==> config.mk <==
export PLATFORM = sky130hd
export DESIGN_NAME = pwr_seq
export DESIGN_NICKNAME = d
export VERILOG_FILES = /design/src/rtl/pwr_seq_pkg.sv /design/src/rtl/pwr_seq_bus_port.sv /design/src/rtl/pwr_seq_try_cnt.sv /design/src/rtl/pwr_seq.sv
export SDC_FILE = /design/constraint.sdc
export NUM_CORES = 1
export LEC_CHECK = 0
export BUFFER_PORTS_ARGS = -buffer_cell sky130_fd_sc_hd__buf_2
export CAP_MARGIN = 0
export CORE_MARGIN = 4
export CORE_UTILIZATION = 61
export CTS_CLUSTER_SIZE = 24
export DETAILED_ROUTE_END_ITERATION = 8
export MAX_ROUTING_LAYER = met4
export PLACE_DENSITY = 0.9
export REMOVE_ABC_BUFFERS = 1
export SETUP_SLACK_MARGIN = 0.1
export SLEW_MARGIN = 30
export SYNTH_ARGS = -nofsm -noshare
export SYNTH_HDL_FRONTEND = slang
export SYNTH_HIERARCHICAL = 1
export SYNTH_SLANG_ARGS = --single-unit
==> constraint.sdc <==
create_clock -name clk_i -period 8 [get_ports clk_i]
set_input_delay 0.4 -clock clk_i [delete_from_list [all_inputs] [get_ports clk_i]]
set_output_delay 0.4 -clock clk_i [all_outputs]
set_load 0.02 [all_outputs]
==> src/rtl/pwr_seq_pkg.sv <==
package pwr_seq_pkg;

  typedef enum logic [1:0] {
    RES_OK    = 2'd0,
    RES_BUSY  = 2'd1,
    RES_IOERR = 2'd2
  } res_e;

  // controller-wide registers (relative to SYS_BASE)
  localparam int unsigned OFS_READY = 32'h00;
  localparam int unsigned OFS_IRQ_ST = 32'h04;
  localparam int unsigned OFS_IRQ_CLR = 32'h08;
  // per-channel registers (relative to chan_base)
  localparam int unsigned OFS_CH_DOWN = 32'h04;
  localparam int unsigned OFS_CH_UP = 32'h0C;
  localparam int unsigned OFS_CH_REJ = 32'h14;
  // ready bit positions
  localparam int unsigned RDY_UP_BIT = 1;
  localparam int unsigned RDY_DOWN_BIT = 0;

  typedef enum logic [3:0] {
    S_IDLE,
    S_LOCKW,
    S_CLR_PRE,
    S_RDY_RD,
    S_RDY_WAIT,
    S_SUBMIT,
    S_REJ_RD,
    S_REJ_WAIT,
    S_CMPL_RD,
    S_CMPL_WAIT,
    S_CLR_POST,
    S_FIN
  } st_e;

endpackage

==> src/rtl/pwr_seq_bus_port.sv <==
module pwr_seq_bus_port #(
  parameter int unsigned AW = 16,
  parameter int unsigned DW = 32
) (
  input  logic          clk_i,
  input  logic          rst_ni,
  input  logic          go_i,
  input  logic          we_i,
  input  logic [AW-1:0] addr_i,
  input  logic [DW-1:0] wdata_i,
  output logic          rsp_o,
  output logic [DW-1:0] rdata_o,
  output logic          bus_req_o,
  output logic          bus_we_o,
  output logic [AW-1:0] bus_addr_o,
  output logic [DW-1:0] bus_wdata_o,
  input  logic          bus_ack_i,
  input  logic [DW-1:0] bus_rdata_i
);

  logic          req_q, we_q, rsp_q;
  logic [AW-1:0] addr_q;
  logic [DW-1:0] wdata_q, rdata_q;

  always_ff @(posedge clk_i or negedge rst_ni) begin
    if (!rst_ni) begin
      req_q   <= 1'b0;
      we_q    <= 1'b0;
      rsp_q   <= 1'b0;
      addr_q  <= '0;
      wdata_q <= '0;
      rdata_q <= '0;
    end else begin
      rsp_q <= 1'b0;
      if (!req_q && go_i) begin
        req_q   <= 1'b1;
        we_q    <= we_i;
        addr_q  <= addr_i;
        wdata_q <= wdata_i;
      end else if (req_q && bus_ack_i) begin
        req_q   <= 1'b0;
        rsp_q   <= 1'b1;
        rdata_q <= bus_rdata_i;
      end
    end
  end

  assign bus_req_o   = req_q;
  assign bus_we_o    = we_q;
  assign bus_addr_o  = addr_q;
  assign bus_wdata_o = wdata_q;
  assign rsp_o       = rsp_q;
  assign rdata_o     = rdata_q;

endmodule

==> src/rtl/pwr_seq_try_cnt.sv <==
module pwr_seq_try_cnt #(
  parameter int unsigned LIMIT = 100
) (
  input  logic clk_i,
  input  logic rst_ni,
  input  logic clr_i,
  input  logic inc_i,
  output logic last_o
);

  localparam int unsigned CW = (LIMIT > 1) ? $clog2(LIMIT) : 1;

  logic [CW-1:0] cnt_q;

  always_ff @(posedge clk_i or negedge rst_ni) begin
    if (!rst_ni)    cnt_q <= '0;
    else if (clr_i) cnt_q <= '0;
    else if (inc_i) cnt_q <= cnt_q + CW'(1);
  end

  // true when the attempt now being judged is the final one
  assign last_o = (cnt_q == CW'(LIMIT - 1));

endmodule

==> src/rtl/pwr_seq.sv <==
module pwr_seq
  import pwr_seq_pkg::*;
#(
  parameter int unsigned AW         = 16,
  parameter int unsigned DW         = 32,
  parameter int unsigned SYS_BASE   = 0,
  parameter int unsigned RDY_TRIES  = 100,
  parameter int unsigned ERR_TRIES  = 100,
  parameter int unsigned CMPL_TRIES = 1000,
  localparam int unsigned BW        = $clog2(DW)
) (
  input  logic          clk_i,
  input  logic          rst_ni,
  input  logic          tick_us_i,
  input  logic          lock_i,
  input  logic          start_i,
  input  logic          power_on_i,
  input  logic [AW-1:0] chan_base_i,
  input  logic [BW-1:0] chan_bit_i,
  input  logic [BW-1:0] irq_bit_i,
  output logic          done_o,
  output logic [1:0]    result_o,
  output logic          bus_req_o,
  output logic          bus_we_o,
  output logic [AW-1:0] bus_addr_o,
  output logic [DW-1:0] bus_wdata_o,
  input  logic          bus_ack_i,
  input  logic [DW-1:0] bus_rdata_i
);

  localparam logic [AW-1:0] A_READY   = AW'(SYS_BASE + OFS_READY);
  localparam logic [AW-1:0] A_IRQ_ST  = AW'(SYS_BASE + OFS_IRQ_ST);
  localparam logic [AW-1:0] A_IRQ_CLR = AW'(SYS_BASE + OFS_IRQ_CLR);

  st_e           st_q, st_d;
  res_e          res_q, res_d;
  logic          on_q;
  logic [AW-1:0] base_q;
  logic [BW-1:0] chan_q, irq_q;
  logic          pend_q;

  logic          go, acc_we, rsp;
  logic [AW-1:0] acc_addr;
  logic [DW-1:0] acc_wdata, rdata;
  logic          is_access;
  logic          rdy_bit, rej_bit, cmpl_bit;
  logic          rdy_last, rej_last, cmpl_last;
  logic          rdy_clr, rdy_inc, rej_inc, cmpl_inc, run_clr;

  // request latch
  always_ff @(posedge clk_i or negedge rst_ni) begin
    if (!rst_ni) begin
      on_q   <= 1'b0;
      base_q <= '0;
      chan_q <= '0;
      irq_q  <= '0;
    end else if (st_q == S_IDLE && start_i) begin
      on_q   <= power_on_i;
      base_q <= chan_base_i;
      chan_q <= chan_bit_i;
      irq_q  <= irq_bit_i;
    end
  end

  // access issue
  always_comb begin
    is_access = 1'b0;
    acc_we    = 1'b0;
    acc_addr  = '0;
    acc_wdata = '0;
    unique case (st_q)
      S_CLR_PRE, S_CLR_POST: begin
        is_access = 1'b1;
        acc_we    = 1'b1;
        acc_addr  = A_IRQ_CLR;
        acc_wdata = DW'(1) << irq_q;
      end
      S_RDY_RD: begin
        is_access = 1'b1;
        acc_addr  = A_READY;
      end
      S_SUBMIT: begin
        is_access = 1'b1;
        acc_we    = 1'b1;
        acc_addr  = base_q + (on_q ? AW'(OFS_CH_UP) : AW'(OFS_CH_DOWN));
        acc_wdata = DW'(1) << chan_q;
      end
      S_REJ_RD: begin
        is_access = 1'b1;
        acc_addr  = base_q + AW'(OFS_CH_REJ);
      end
      S_CMPL_RD: begin
        is_access = 1'b1;
        acc_addr  = A_IRQ_ST;
      end
      default: ;
    endcase
  end

  assign go = is_access && !pend_q;

  always_ff @(posedge clk_i or negedge rst_ni) begin
    if (!rst_ni)  pend_q <= 1'b0;
    else if (go)  pend_q <= 1'b1;
    else if (rsp) pend_q <= 1'b0;
  end

  pwr_seq_bus_port #(.AW(AW), .DW(DW)) u_port (
    .clk_i       (clk_i),
    .rst_ni      (rst_ni),
    .go_i        (go),
    .we_i        (acc_we),
    .addr_i      (acc_addr),
    .wdata_i     (acc_wdata),
    .rsp_o       (rsp),
    .rdata_o     (rdata),
    .bus_req_o   (bus_req_o),
    .bus_we_o    (bus_we_o),
    .bus_addr_o  (bus_addr_o),
    .bus_wdata_o (bus_wdata_o),
    .bus_ack_i   (bus_ack_i),
    .bus_rdata_i (bus_rdata_i)
  );

  // response decode
  assign rdy_bit  = rdata[on_q ? RDY_UP_BIT : RDY_DOWN_BIT];
  assign rej_bit  = rdata[chan_q];
  assign cmpl_bit = rdata[irq_q];

  assign run_clr  = (st_q == S_CLR_PRE);
  assign rdy_clr  = run_clr || (st_q == S_REJ_WAIT);
  assign rdy_inc  = (st_q == S_RDY_RD) && rsp && !rdy_bit;
  assign rej_inc  = (st_q == S_REJ_RD) && rsp && rej_bit;
  assign cmpl_inc = (st_q == S_CMPL_RD) && rsp && !cmpl_bit;

  pwr_seq_try_cnt #(.LIMIT(RDY_TRIES)) u_rdy_cnt (
    .clk_i (clk_i), .rst_ni (rst_ni),
    .clr_i (rdy_clr), .inc_i (rdy_inc), .last_o (rdy_last)
  );

  pwr_seq_try_cnt #(.LIMIT(ERR_TRIES)) u_rej_cnt (
    .clk_i (clk_i), .rst_ni (rst_ni),
    .clr_i (run_clr), .inc_i (rej_inc), .last_o (rej_last)
  );

  pwr_seq_try_cnt #(.LIMIT(CMPL_TRIES)) u_cmpl_cnt (
    .clk_i (clk_i), .rst_ni (rst_ni),
    .clr_i (run_clr), .inc_i (cmpl_inc), .last_o (cmpl_last)
  );

  // sequencing
  always_comb begin
    st_d  = st_q;
    res_d = res_q;
    unique case (st_q)
      S_IDLE:    if (start_i) st_d = S_LOCKW;
      S_LOCKW:   if (!lock_i) st_d = S_CLR_PRE;
      S_CLR_PRE: if (rsp) st_d = S_RDY_RD;
      S_RDY_RD: if (rsp) begin
        if (rdy_bit) st_d = S_SUBMIT;
        else if (rdy_last) begin
          st_d  = S_FIN;
          res_d = RES_BUSY;
        end else st_d = S_RDY_WAIT;
      end
      S_RDY_WAIT: if (tick_us_i) st_d = S_RDY_RD;
      S_SUBMIT:   if (rsp) st_d = S_REJ_RD;
      S_REJ_RD: if (rsp) begin
        if (!rej_bit) st_d = S_CMPL_RD;
        else if (rej_last) begin
          st_d  = S_FIN;
          res_d = RES_IOERR;
        end else st_d = S_REJ_WAIT;
      end
      S_REJ_WAIT: if (tick_us_i) st_d = S_RDY_RD;
      S_CMPL_RD: if (rsp) begin
        if (cmpl_bit) begin
          st_d  = S_CLR_POST;
          res_d = RES_OK;
        end else if (cmpl_last) begin
          st_d  = S_CLR_POST;
          res_d = RES_IOERR;
        end else st_d = S_CMPL_WAIT;
      end
      S_CMPL_WAIT: if (tick_us_i) st_d = S_CMPL_RD;
      S_CLR_POST:  if (rsp) st_d = S_FIN;
      S_FIN:       st_d = S_IDLE;
      default:     st_d = S_IDLE;
    endcase
  end

  always_ff @(posedge clk_i or negedge rst_ni) begin
    if (!rst_ni) begin
      st_q  <= S_IDLE;
      res_q <= RES_OK;
    end else begin
      st_q  <= st_d;
      res_q <= res_d;
    end
  end

  assign done_o   = (st_q == S_FIN);
  assign result_o = done_o ? res_q : 2'd0;

endmodule

==> results.md, run 1 <==
* Status: finished clean
* Highest fanout seen on the critical path at 19
* Number of hold buffers added after cts at 0
* Layout Nets at 848
* Number of buffers created by CTS at 17
* All-Layer GR Usage at 27.72%
* # clock sinks at 141
* Number of buffers inserted by port buffering at 117
* Register-to-register setup slack at 4.56 ns
* Data required time of the critical path at 8.32 ns
* Total of flip-flops plus latches after synthesis at 141
* Vias in the first global route at 5911
* Commonest non-fill, non-tap cell in the layout: sky130_fd_sc_hd__dfrtp_1
* Maximum number of pins on one net before global-route repair at 77
* Maximum operating frequency at 290.6 MHz
* Syn_area_per_cell at 11.03 um^2
* Worst reg2reg endpoint: u_port/bus_addr_o[13]
* Library cells used by synthesis at 59
* Placement row count at 39
* First-pass iteration count of the detailed router at 5
* Layout-stage area growth over the synthesis result at 16.58%
* Clock root cell: sky130_fd_sc_hd__clkbuf_16
* Leak pwr at 4.080 nW
* Die span in y at 117.7 um
* Async set or reset register ratio after synthesis at 100.0%
* Cell Count, Final, Fillers Out at 930
* Worst hold path class: input port to async pin
* Largest vdd supply drop at 0.0002329 V
* Final Wtd Congestion at 0.8635
* Clock skew after layout at 0.007661 ns
* Clock period minus final worst setup slack at 3.441 ns
* Final Setup Violations at 0
* Start of the worst register-to-register path: st_q[2]
* Category of the most critical setup path: flop to flop
* Post-Syn Instances at 666
* Clock slew at reported path FFs at 0.06 ns
* Number of cell instances on the worst register-to-register path at 11
* Final routed DRC violation total at 0
* Fraction of layout instances using a drive strength above 1 at 34.82%
* Die ar. at 13860 um^2
* Post-CTS Setup Inserts at 0
* Initial core utilization at 63.24%
* Via/cell ratio at 6.104
* Commonest register cell after synthesis: sky130_fd_sc_hd__dfrtp_1
* Number of nets with antenna violations after routing at 0
* Initial antenna violation count at 0
* Most frequent cells in the layout: sky130_fd_sc_hd__dfrtp_1 (139), sky130_fd_sc_hd__buf_2 (116), sky130_fd_sc_hd__mux2_2 (99), sky130_fd_sc_hd__nor2_1 (72), sky130_fd_sc_hd__nand2_1 (42)
* Half-perimeter wire length after detailed placement at 12350 um
* CTS-repair resized insts at 0
* Count of flip-flops with a built-in enable after synthesis at 0
* Htree depth at 4
* Count of maximum capacitance violations at 0
* Overall power at 0.003180 W
* Seq/Total Area, Yosys at 48.04%
* First-pass GRT wire length at 29940 um
* Horizontal extent of the die at 117.7 um
* Setup TNS at 0 ns
* Maximum number of buffers from clock root to sink at 2
* Dpl cells at 901
* Headroom to the max-slew limit at 38.80%
* Crit. End Element: flop
* Detailed-route wire length per cell at 19.61 um
* Final cell area excluding filler cells at 8562 um^2
* Hold slack at 0.002596 ns
* Final global-route overflow total at 0
* Source-to-sink clock delay at the later pin of the worst-skew pair at 0.43 ns
* Area post-placement at 7979 um^2
* Final count of pins violating max slew at 0
* Actual transition at the worst max-transition pin at 0.9138 ns
* Power Dens Cells at 371.5 nW/um^2
* Setup repair after global routing missed its margin: no
* Fillers at 787
* Core area at 11610 um^2
* Kind of launch point of the worst setup path: flop
* Final period utilization at 43.01%
* Final-report hold violation count at 0
* Diodes inserted at 0
* Vias after detailed routing at 5677
* Detailed router's first-iteration violation count at 477
* Overall routed net length at 18240 um
* Boundary pin count at 118
* Arr. time, crit path at 3.76 ns
* TritonCTS clock tree: built
* Number of warnings printed during yosys synthesis at 6
* Post-Synthesis Cell Area at 7345 um^2
[synth_stat cells, types with 2 or more instances]
cell / n / area (um^2)
sky130_fd_sc_hd__buf_6: 3 / 33.78
sky130_fd_sc_hd__o21ai_0: 20 / 100.1
sky130_fd_sc_hd__or4_1: 5 / 37.54
sky130_fd_sc_hd__dfrtp_1: 141 / 3528
sky130_fd_sc_hd__xnor2_1: 6 / 52.55
sky130_fd_sc_hd__xor2_1: 14 / 122.6
sky130_fd_sc_hd__mux2i_1: 38 / 380.4
sky130_fd_sc_hd__mux2_2: 99 / 1115
sky130_fd_sc_hd__o31ai_1: 7 / 52.55
sky130_fd_sc_hd__nand4_1: 9 / 56.30
sky130_fd_sc_hd__a31oi_1: 6 / 37.54
sky130_fd_sc_hd__o211ai_1: 2 / 15.01
sky130_fd_sc_hd__and2_1: 5 / 31.28
sky130_fd_sc_hd__nor2_1: 73 / 274.0
sky130_fd_sc_hd__nor3b_1: 6 / 45.04
sky130_fd_sc_hd__mux2_4: 10 / 150.1
sky130_fd_sc_hd__or3_1: 12 / 75.07
sky130_fd_sc_hd__or2_2: 2 / 12.51
sky130_fd_sc_hd__nand2_1: 43 / 161.4
sky130_fd_sc_hd__nand4bb_1: 2 / 22.52
sky130_fd_sc_hd__clkbuf_1: 2 / 7.510
sky130_fd_sc_hd__nor3_1: 10 / 50.05
sky130_fd_sc_hd__a21oi_1: 30 / 150.1
sky130_fd_sc_hd__and3_1: 3 / 18.77
sky130_fd_sc_hd__a21o_1: 3 / 22.52
sky130_fd_sc_hd__buf_2: 19 / 95.09
sky130_fd_sc_hd__nand3_1: 13 / 65.06
sky130_fd_sc_hd__a22oi_1: 8 / 60.06
sky130_fd_sc_hd__nor2b_1: 10 / 62.56
sky130_fd_sc_hd__nand3b_1: 4 / 30.03
sky130_fd_sc_hd__buf_4: 4 / 30.03
sky130_fd_sc_hd__a211oi_1: 3 / 22.52
sky130_fd_sc_hd__inv_1: 13 / 48.80
sky130_fd_sc_hd__nand2b_1: 12 / 75.07
sky130_fd_sc_hd__ha_1: 5 / 62.56
[where the power goes]
group	leakage, nW	switching (W)	internal [W]
Sequential	1.82	0.000311	0.000933
Clock	0.273	0.000302	0.000469
Combinational	1.99	0.000615	0.000551
[flip-flops by register name (all words and copies together), names as in the netlist]
register / count
chan_q: 5
u_port/rdata_o: 32
u_port/rsp_o: 1
irq_q: 5
u_rdy_cnt/cnt_q: 7
u_port/bus_addr_o: 16
st_q: 4
u_cmpl_cnt/cnt_q: 10
u_port/bus_we_o: 1
u_port/bus_req_o: 1
pend_q: 1
base_q: 16
on_q: 1
u_port/bus_wdata_o: 32
res_q: 2
u_rej_cnt/cnt_q: 7
[critical path, cell delays in order, from the launching register on]
cell and delay (ns):
sky130_fd_sc_hd__dfrtp_1 0.67, sky130_fd_sc_hd__inv_1 0.18, sky130_fd_sc_hd__or3_1 0.46, sky130_fd_sc_hd__and2_1 0.22
sky130_fd_sc_hd__ha_1 0.28, sky130_fd_sc_hd__a21o_1 0.10, sky130_fd_sc_hd__a21oi_1 0.10, sky130_fd_sc_hd__or3b_1 0.48
sky130_fd_sc_hd__nor3_1 0.31, sky130_fd_sc_hd__xnor2_1 0.18, sky130_fd_sc_hd__nor2_1 0.06, sky130_fd_sc_hd__mux2_2 0.28
[how the worst max path moves through the flow]
stage	from	to	slack, ns	depth (start not counted)
floorplan	st_q[1]	u_port/bus_addr_o[10]	4.88	6
global placement	st_q[2]	u_port/bus_addr_o[15]	4.75	11
detailed placement	st_q[2]	u_port/bus_addr_o[13]	4.67	11
CTS	st_q[2]	u_port/bus_addr_o[13]	4.58	11
global route	st_q[2]	u_port/bus_addr_o[13]	4.38	11
finish	st_q[2]	u_port/bus_addr_o[13]	4.56	11
[through the flow]
stage               setup slack (ns)  utilization [%]
floorplan                      4.876                -
global placement               4.745            68.68
detailed placement             4.672            68.70
CTS                            4.579            73.63
global route                   4.377            73.72
finish                         4.559            73.72
[logic make-up after synthesis]
logic type | count (synthesis) | synth area share [%]
multiplexers | 147 | 22.40
AND/OR/NAND/NOR | 220 | 15.18
buffers and inverters | 41 | 2.930
XOR/XNOR | 20 | 2.385
AO/OA/AOI/OAI | 91 | 7.939
flip-flops | 141 | 48.04
adder cells (fa/ha/maj) | 6 | 1.124
[per-layer routing]
layer | vias up | share of wire, % | global-route usage (%)
met2 | 212 | 50 | 44.34
met5 | - | 0 | -
met3 | 47 | 6.0 | 7.160
li1 | 2599 | - | -
met4 | 0 | 2.1 | 9.377
met1 | 2819 | 41 | 34.65
[layout make-up]
cell class | instances | area [um^2] | share of cell area (%)
Multi-Input combinational cell | 484 | 3617 | 42.25
Timing Repair Buffer | 120 | 614.3 | 7.175
Tap cell | 143 | 178.9 | 2.090
Sequential cell | 141 | 3531 | 41.24
Inverter | 13 | 48.80 | 0.5699
Clock buffer | 19 | 452.9 | 5.290
Clock inverter | 10 | 118.9 | 1.388
(Power assumes the default switching activity.)
==> inputs of run 2 (changes only) <==
CORE_UTILIZATION = 57   (was 61)
PLACE_DENSITY = 0.85   (was 0.9)
clock period = 3.2 ns   (was 8 ns; I/O delays follow)
==> results.md, run 2 (synthesized netlist as in run 1, its figures left out) <==
* Status: finished clean
* All-Layer GR Usage at 28.32% (+0.60 points)
* Via/cell ratio at 5.759 (-5.7%)
* Clock period minus final worst setup slack at 2.957 ns (-0.4840 ns)
* Die span in y at 121.5 um (+3.2%)
* Crit. End Element: flop
* Final period utilization at 92.40% (+49 points)
* Clock slew at reported path FFs at 0.07 ns (about the same)
* Number of nets with antenna violations after routing at 0 (unchanged)
* TritonCTS clock tree: built
* Actual transition at the worst max-transition pin at 0.8738 ns (-0.04005 ns)
* Final-report hold violation count at 0 (unchanged)
* Category of the most critical setup path: flop to flop
* Number of buffers inserted by port buffering at 117 (unchanged)
* Highest fanout seen on the critical path at 5 (-14)
* Layout Nets at 919 (+8.4%)
* Number of buffer and inverter stages on the critical path at 0 (-1)
* Arr. time, crit path at 3.29 ns (-0.47 ns)
* Htree depth at 4 (unchanged)
* Post-CTS Setup Inserts at 0 (unchanged)
* Core area at 12620 um^2 (+8.7%)
* Count of maximum capacitance violations at 0 (unchanged)
* Half-perimeter wire length after detailed placement at 12210 um (-1.1%)
* Detailed router's first-iteration violation count at 497 (+4.2%)
* Setup repair after global routing missed its margin: no
* Fillers at 820 (+4.2%)
* Layout-stage area growth over the synthesis result at 27.16%
* Initial antenna violation count at 0 (unchanged)
* Diodes inserted at 0 (unchanged)
* Final global-route overflow total at 0 (unchanged)
* Final count of pins violating max slew at 0 (unchanged)
* Kind of launch point of the worst setup path: flop
* Leak pwr at 4.406 nW (+8.0%)
* Worst hold path class: input port to flop
* Die ar. at 14760 um^2 (+6.5%)
* Maximum operating frequency at 338.2 MHz (+16%)
* Final Setup Violations at 0 (unchanged)
* Setup TNS at 0 ns (unchanged)
* Vias after detailed routing at 5949 (+4.8%)
* Fraction of layout instances using a drive strength above 1 at 33.45% (-1.4 points)
* Maximum number of pins on one net before global-route repair at 119 (+55%)
* Final routed DRC violation total at 0 (unchanged)
* Headroom to the max-slew limit at 41.54% (+2.7 points)
* Horizontal extent of the die at 121.5 um (+3.2%)
* Final Wtd Congestion at 0.9215 (+6.7%)
* Power Dens Cells at 872.1 nW/um^2 (+130%)
* Initial core utilization at 58.20% (-5.0 points)
* Cell family with the largest share of critical-path delay: simple AND/OR/NAND/NOR gates
* Worst slack at placement at 0.2071 ns (-4.465 ns)
* Critical Path Max Stage Delay at 0.48 ns (-0.19 ns)
* Most frequent cells in the layout: sky130_fd_sc_hd__dfrtp_1 (141), sky130_fd_sc_hd__buf_2 (116), sky130_fd_sc_hd__mux2_2 (99), sky130_fd_sc_hd__nor2_1 (73), sky130_fd_sc_hd__dlygate4sd3_1 (59)
* # clock sinks at 141 (unchanged)
* Overall routed net length at 19620 um (+7.6%)
* Commonest non-fill, non-tap cell in the layout: sky130_fd_sc_hd__dfrtp_1
* First-pass iteration count of the detailed router at 5 (unchanged)
* First-pass GRT wire length at 31480 um (+5.1%)
* Source-to-sink clock delay at the later pin of the worst-skew pair at 0.44 ns (about the same)
* Cell Chain, Critical Path: nand2b_1 -> or3_1 -> and2_1 -> ha_1 -> a21o_1 -> a21oi_1 -> or3b_4 -> nor3_2 -> xnor2_1 -> nor2_1 -> mux2_2
* Largest vdd supply drop at 0.0005951 V (+160%)
* Maximum number of buffers from clock root to sink at 2 (unchanged)
* Detailed-route wire length per cell at 18.99 um (-3.2%)
* Clock skew after layout at 0.01652 ns (+0.008860 ns)
* Number of buffers created by CTS at 17 (unchanged)
* Setup WS post-layout at 0.2433 ns (-4.316 ns)
* CP max-delay cell: sky130_fd_sc_hd__or3b_4
* Boundary pin count at 118 (unchanged)
* Placement row count at 41 (+5.1%)
* Data required time of the critical path at 3.53 ns (-4.79 ns)
* Vias in the first global route at 6199 (+4.9%)
* Clock root cell: sky130_fd_sc_hd__clkbuf_16
[run 2: final timing paths]
check,from,to,slack (ns),cells past startpoint
min in group asynchronous,rst_ni,u_rdy_cnt/cnt_q[0],0.18,2
max in group asynchronous,rst_ni,st_q[3],2.31,3
worst min register to register,pend_q,pend_q,0.48,1
worst max register to register,st_q[0],u_port/bus_addr_o[13],0.24,11
worst min-delay path,power_on_i,on_q,0.03,2
worst max-delay path,st_q[0],u_port/bus_addr_o[13],0.24,11
[run 2: routing by layer]
metal  global-route usage (%)  vias to the layer above  wire length, um  part of all wire (%)
li1                         -                     2736                -                     -
met5                        -                        -                0                     0
met1                    34.87                     2916             7888                    40
met2                    45.32                      242             9941                    51
met4                    11.76                        0              614                   3.1
met3                    6.527                       55             1173                   6.0
[run 2: worst reg2reg max path: cells and delay by family, from the launching register on]
family	cells	cell delay (ns)
adders and majority gates	1	0.29
AOI/OAI and AO/OA	2	0.25
DFF	1	0.38
muxes	1	0.25
and+or+nand+nor	6	1.54
xor gates and xnor gates	1	0.15
[run 2: area by class of cell]
| cell class | count | area, um^2 | share of cell area (%) |
|---|---|---|---|
| Clock inverter | 15 | 156.4 | 1.675 |
| Clock buffer | 17 | 425.4 | 4.555 |
| Multi-Input combinational cell | 484 | 3621 | 38.77 |
| Inverter | 13 | 48.80 | 0.5225 |
| Tap cell | 172 | 215.2 | 2.304 |
| Timing Repair Buffer | 191 | 1344 | 14.39 |
| Sequential cell | 141 | 3528 | 37.78 |
[run 2: per-stage QoR]
| stage | instance area [um^2] | cells | utilization (%) | power, W | hold WS (ns) |
|---|---|---|---|---|---|
| 6_report | 9339 | 1033 | 74.00 | 0.008144 | 0.03240 |
| 5_1_grt | 9339 | 1033 | 74.00 | 0.008630 | 0.02020 |
| 4_1_cts | 9299 | 1032 | 73.69 | 0.008044 | 0.008335 |
| 3_5_place_dp | 8127 | 941 | 64.40 | 0.006030 | 0.3010 |
| 3_3_place_gp | 8120 | 941 | 64.35 | 0.005887 | 0.3787 |
| 2_1_floorplan | 7178 | 638 | - | 0.005005 | -0.1356 |
[run 2: timing repair]
action | 4_1_cts | 5_1_grt
hold endpoints to repair | 175 | 0
hold buffers | 59 | 0
gates resized for setup | 0 | 3
endpoints found under the setup margin | 0 | 2
[run 2: where the power goes]
group | internal (W) | switching, W | total (W)
clock | 0.00110 | 0.000843 | 0.00194
combinational | 0.00153 | 0.00175 | 0.00328
sequential | 0.00233 | 0.000591 | 0.00292
==> inputs of run 3 (changes only) <==
CORE_UTILIZATION = 56   (was 57)
SYNTH_HIERARCHICAL = default   (was 1)
==> results.md, run 3 <==
* Setup TNS at 0 ns (unchanged)
* Headroom to the max-slew limit at 35.71% (-5.8 points)
* Async set or reset register ratio after synthesis at 100.0% (unchanged)
* Maximum number of pins on one net before global-route repair at 111 (-6.7%)
* TritonCTS clock tree: built
* Synthesized-area fraction occupied by and/or/nand/nor cells at 15.18% (about the same)
* Syn_area_per_cell at 10.48 um^2 (-4.9%)
* Number of nets with antenna violations after routing at 0 (unchanged)
* Detailed router's first-iteration violation count at 493 (-0.80%)
* Register-to-register setup slack at 0.30 ns (+0.06 ns)
* Layout Nets at 907 (-1.3%)
* Category of the most critical setup path: flop to flop
* Terminating pin of the worst hold path: st_q[1]
* Source-to-sink clock delay at the later pin of the worst-skew pair at 0.44 ns (about the same)
* Overall routed net length at 18940 um (-3.5%)
* Most common library cells after synthesis: sky130_fd_sc_hd__dfrtp_1 (141), sky130_fd_sc_hd__nand2_1 (83), sky130_fd_sc_hd__mux2_2 (62)
* First-pass iteration count of the detailed router at 5 (unchanged)
* Hold slack at 0.1282 ns (+0.09576 ns)
* Fraction of the mapped netlist area in compound gates at 11.50% (+3.6 points)
* Overall power at 0.007962 W (-2.2%)
* Actual transition at the worst max-transition pin at 0.9599 ns (+0.08618 ns)
* Dominant cell by count in the synthesized netlist: sky130_fd_sc_hd__dfrtp_1
* Cell family with the largest share of critical-path delay: simple AND/OR/NAND/NOR gates
* Maximum operating frequency at 344.7 MHz (+1.9%)
* Maximum number of buffers from clock root to sink at 2 (unchanged)
* First-pass GRT wire length at 30580 um (-2.8%)
* Layout-stage area growth over the synthesis result at 28.75%
* Boundary pin count at 118 (unchanged)
* Worst hold path class: input port to flop
* Status: finished clean
* # clock sinks at 141 (unchanged)
* Crit. End Element: flop
* Highest fanout seen on the critical path at 13 (+8)
* Start of the worst register-to-register path: st_q[1]
* CTS-repair resized insts at 0 (unchanged)
* Most frequent cells in the layout: sky130_fd_sc_hd__dfrtp_1 (141), sky130_fd_sc_hd__buf_2 (116), sky130_fd_sc_hd__nand2_1 (83), sky130_fd_sc_hd__mux2_2 (62), sky130_fd_sc_hd__dlygate4sd3_1 (61)
* Worst slack at placement at 0.4444 ns (+0.2373 ns)
* Half-perimeter wire length after detailed placement at 12270 um (+0.52%)
* Final routed DRC violation total at 0 (unchanged)
* Main combinational cell family by area after synthesis: simple AND/OR/NAND/NOR gates
* Cell Chain, Critical Path: nand2b_1 -> nor2_2 -> nor2b_1 -> fa_1 -> a21oi_1 -> nor2b_1 -> and3_1 -> and3_1 -> nand3_1 -> xor2_1 -> o21ai_0
* Fillers at 776 (-5.4%)
* Clock slew at reported path FFs at 0.06 ns (about the same)
* Detailed-route wire length per cell at 19.02 um (+0.14%)
* Count of flip-flops with a built-in enable after synthesis at 0 (unchanged)
* Core area at 12010 um^2 (-4.8%)
* Post-synthesis share of cell area spent on xor and xnor gates at 3.316% (+0.93 points)
* Post-Syn Instances at 655 (-1.7%)
* Die span in y at 118.7 um (-2.3%)
* Clock skew after layout at 0.01620 ns (-0.0003221 ns)
* Die ar. at 14100 um^2 (-4.5%)
* Number of buffers inserted by port buffering at 117 (unchanged)
* Htree depth at 4 (unchanged)
* Commonest register cell after synthesis: sky130_fd_sc_hd__dfrtp_1
* Number of buffers created by CTS at 17 (unchanged)
* Via/cell ratio at 5.911 (+2.6%)
* Clock root cell: sky130_fd_sc_hd__clkbuf_16
* Share of Yosys cell area claimed by the top area cell type at 51.38% (+3.3 points)
* Commonest non-fill, non-tap cell in the layout: sky130_fd_sc_hd__dfrtp_1
* Count of maximum capacitance violations at 0 (unchanged)
* Hold Path Depth at 4 (+2)
* Fraction of layout instances using a drive strength above 1 at 26.97% (-6.5 points)
* Final Wtd Congestion at 0.9487 (+3.0%)
* Post-Synthesis Cell Area at 6867 um^2 (-6.5%)
* Number of warnings printed during yosys synthesis at 0 (-6)
* Mux contribution to synthesized area at 14.83% (-7.6 points)
* Power Dens Cells at 900.6 nW/um^2 (+3.3%)
* Most area-hungry cell type in the Yosys netlist: sky130_fd_sc_hd__dfrtp_1
* Largest vdd supply drop at 0.0005417 V (-9.0%)
* Setup WS post-layout at 0.2988 ns (+0.05547 ns)
* CP max-delay cell: sky130_fd_sc_hd__dfrtp_1
* Number of buffer and inverter stages on the critical path at 0 (unchanged)
* Final count of pins violating max slew at 0 (unchanged)
* Arr. time, crit path at 3.18 ns (-0.11 ns)
* Initial antenna violation count at 0 (unchanged)
* All-Layer GR Usage at 28.33% (about the same)
* Kind of launch point of the worst setup path: flop
* Placement row count at 40 (-2.4%)
* Data required time of the critical path at 3.48 ns (-0.05 ns)
* Initial core utilization at 57.17% (-1.0 points)
* Synth Area in Adders at 1.203% (+0.078 points)
* Leak pwr at 4.122 nW (-6.4%)
* Diodes inserted at 0 (unchanged)
* Number of hold buffers added after cts at 61 (+3.4%)
* Final cell area excluding filler cells at 8841 um^2 (-5.3%)
* Final global-route overflow total at 0 (unchanged)
* Final Setup Violations at 0 (unchanged)
* Final period utilization at 90.66% (-1.7 points)
* Setup repair after global routing missed its margin: no
* Area post-placement at 7616 um^2 (-6.3%)
* Total of flip-flops plus latches after synthesis at 141 (unchanged)
* Clock period minus final worst setup slack at 2.901 ns (-0.05547 ns)
* Hold Path Origin: lock_i
* Vias in the first global route at 6054 (-2.3%)
* Vias after detailed routing at 5887 (-1.0%)
* Worst reg2reg endpoint: u_port.bus_addr_o[12]
* Leading cell types by total area after synthesis: sky130_fd_sc_hd__dfrtp_1 (51%), sky130_fd_sc_hd__mux2_2 (10%), sky130_fd_sc_hd__mux2i_1 (4.7%), sky130_fd_sc_hd__nand2_1 (4.5%), sky130_fd_sc_hd__o21ai_0 (3.9%)
* Final-report hold violation count at 0 (unchanged)
* Number of cell instances on the worst register-to-register path at 11 (unchanged)
* Post-CTS Setup Inserts at 0 (unchanged)
* Library cells used by synthesis at 55 (-6.8%)
* Critical Path Max Stage Delay at 0.57 ns (+0.09 ns)
* Horizontal extent of the die at 118.7 um (-2.3%)
* Seq/Total Area, Yosys at 51.38% (+3.3 points)
run 3: cell count changes after synthesis, moves of 13 or more:
cell / change
sky130_fd_sc_hd__clkbuf_1: +13
sky130_fd_sc_hd__mux2_2: -37
sky130_fd_sc_hd__nand2_1: +40
sky130_fd_sc_hd__nor2_1: -42
sky130_fd_sc_hd__o21ai_0: +34
run 3: logic make-up (layout without fill, tap and decap cells):
group / after synthesis / count (layout)
adders and majority gates: 6 / 6
buffers and inverters: 42 / 236
and+or+nand+nor: 217 / 217
DFF: 141 / 141
muxes: 94 / 94
AOI/OAI and AO/OA: 129 / 129
xor gates and xnor gates: 26 / 26
run 3: worst reg2reg max path, stage by stage (launching register included):
cell	delay, ns
sky130_fd_sc_hd__dfrtp_1	0.57
sky130_fd_sc_hd__nand2b_1	0.30
sky130_fd_sc_hd__nor2_2	0.20
sky130_fd_sc_hd__nor2b_1	0.10
sky130_fd_sc_hd__fa_1	0.41
sky130_fd_sc_hd__a21oi_1	0.21
sky130_fd_sc_hd__nor2b_1	0.10
sky130_fd_sc_hd__and3_1	0.21
sky130_fd_sc_hd__and3_1	0.23
sky130_fd_sc_hd__nand3_1	0.11
sky130_fd_sc_hd__xor2_1	0.17
sky130_fd_sc_hd__o21ai_0	0.13
run 3: layout make-up:
cell class | count | area (um^2) | area share, %
flip-flops and latches | 141 | 3528 | 39.91
multi-input cells | 472 | 3162 | 35.76
repair buffers | 192 | 1310 | 14.82
clock buffers | 22 | 474.2 | 5.364
well taps | 147 | 183.9 | 2.080
clock inverters | 10 | 137.6 | 1.557
inverters | 12 | 45.04 | 0.5095
run 3: how the worst max path moves through the flow:
stage / end / startpoint / cells past startpoint / slack [ns]
final: u_port.bus_addr_o[12] / st_q[1] / 11 / 0.30
after global routing: u_port.bus_addr_o[12] / st_q[1] / 11 / 0.11
after CTS: u_port.bus_addr_o[12] / st_q[1] / 11 / 0.36
after detailed placement: u_cmpl_cnt.cnt_q[3] / irq_q[1] / 7 / 0.44
after global placement: u_port.bus_addr_o[14] / st_q[1] / 11 / 0.55
after floorplan: u_port.bus_addr_o[3] / st_q[0] / 6 / 0.58
run 3: per-layer routing:
layer	share of wire [%]	vias up	wire length [um]	GRT usage, %
met3	6.1	55	1151	5.694
met4	3.3	0	616	12.67
met1	40	2878	7591	34.05
met2	51	262	9582	46.39
met5	0	-	0	-
li1	-	2692	-	-
run 3: through the flow:
stage | utilization [%] | std cells
floorplan | - | 625
global placement | 63.41 | 903
detailed placement | 63.41 | 903
CTS | 73.58 | 996
global route | 73.60 | 996
finish | 73.60 | 996
run 3: power breakdown:
part | switching, W | total (W) | internal [W]
registers | 0.000696 | 0.00304 | 0.00234
logic | 0.00157 | 0.00287 | 0.00130
clock network | 0.000765 | 0.00205 | 0.00128
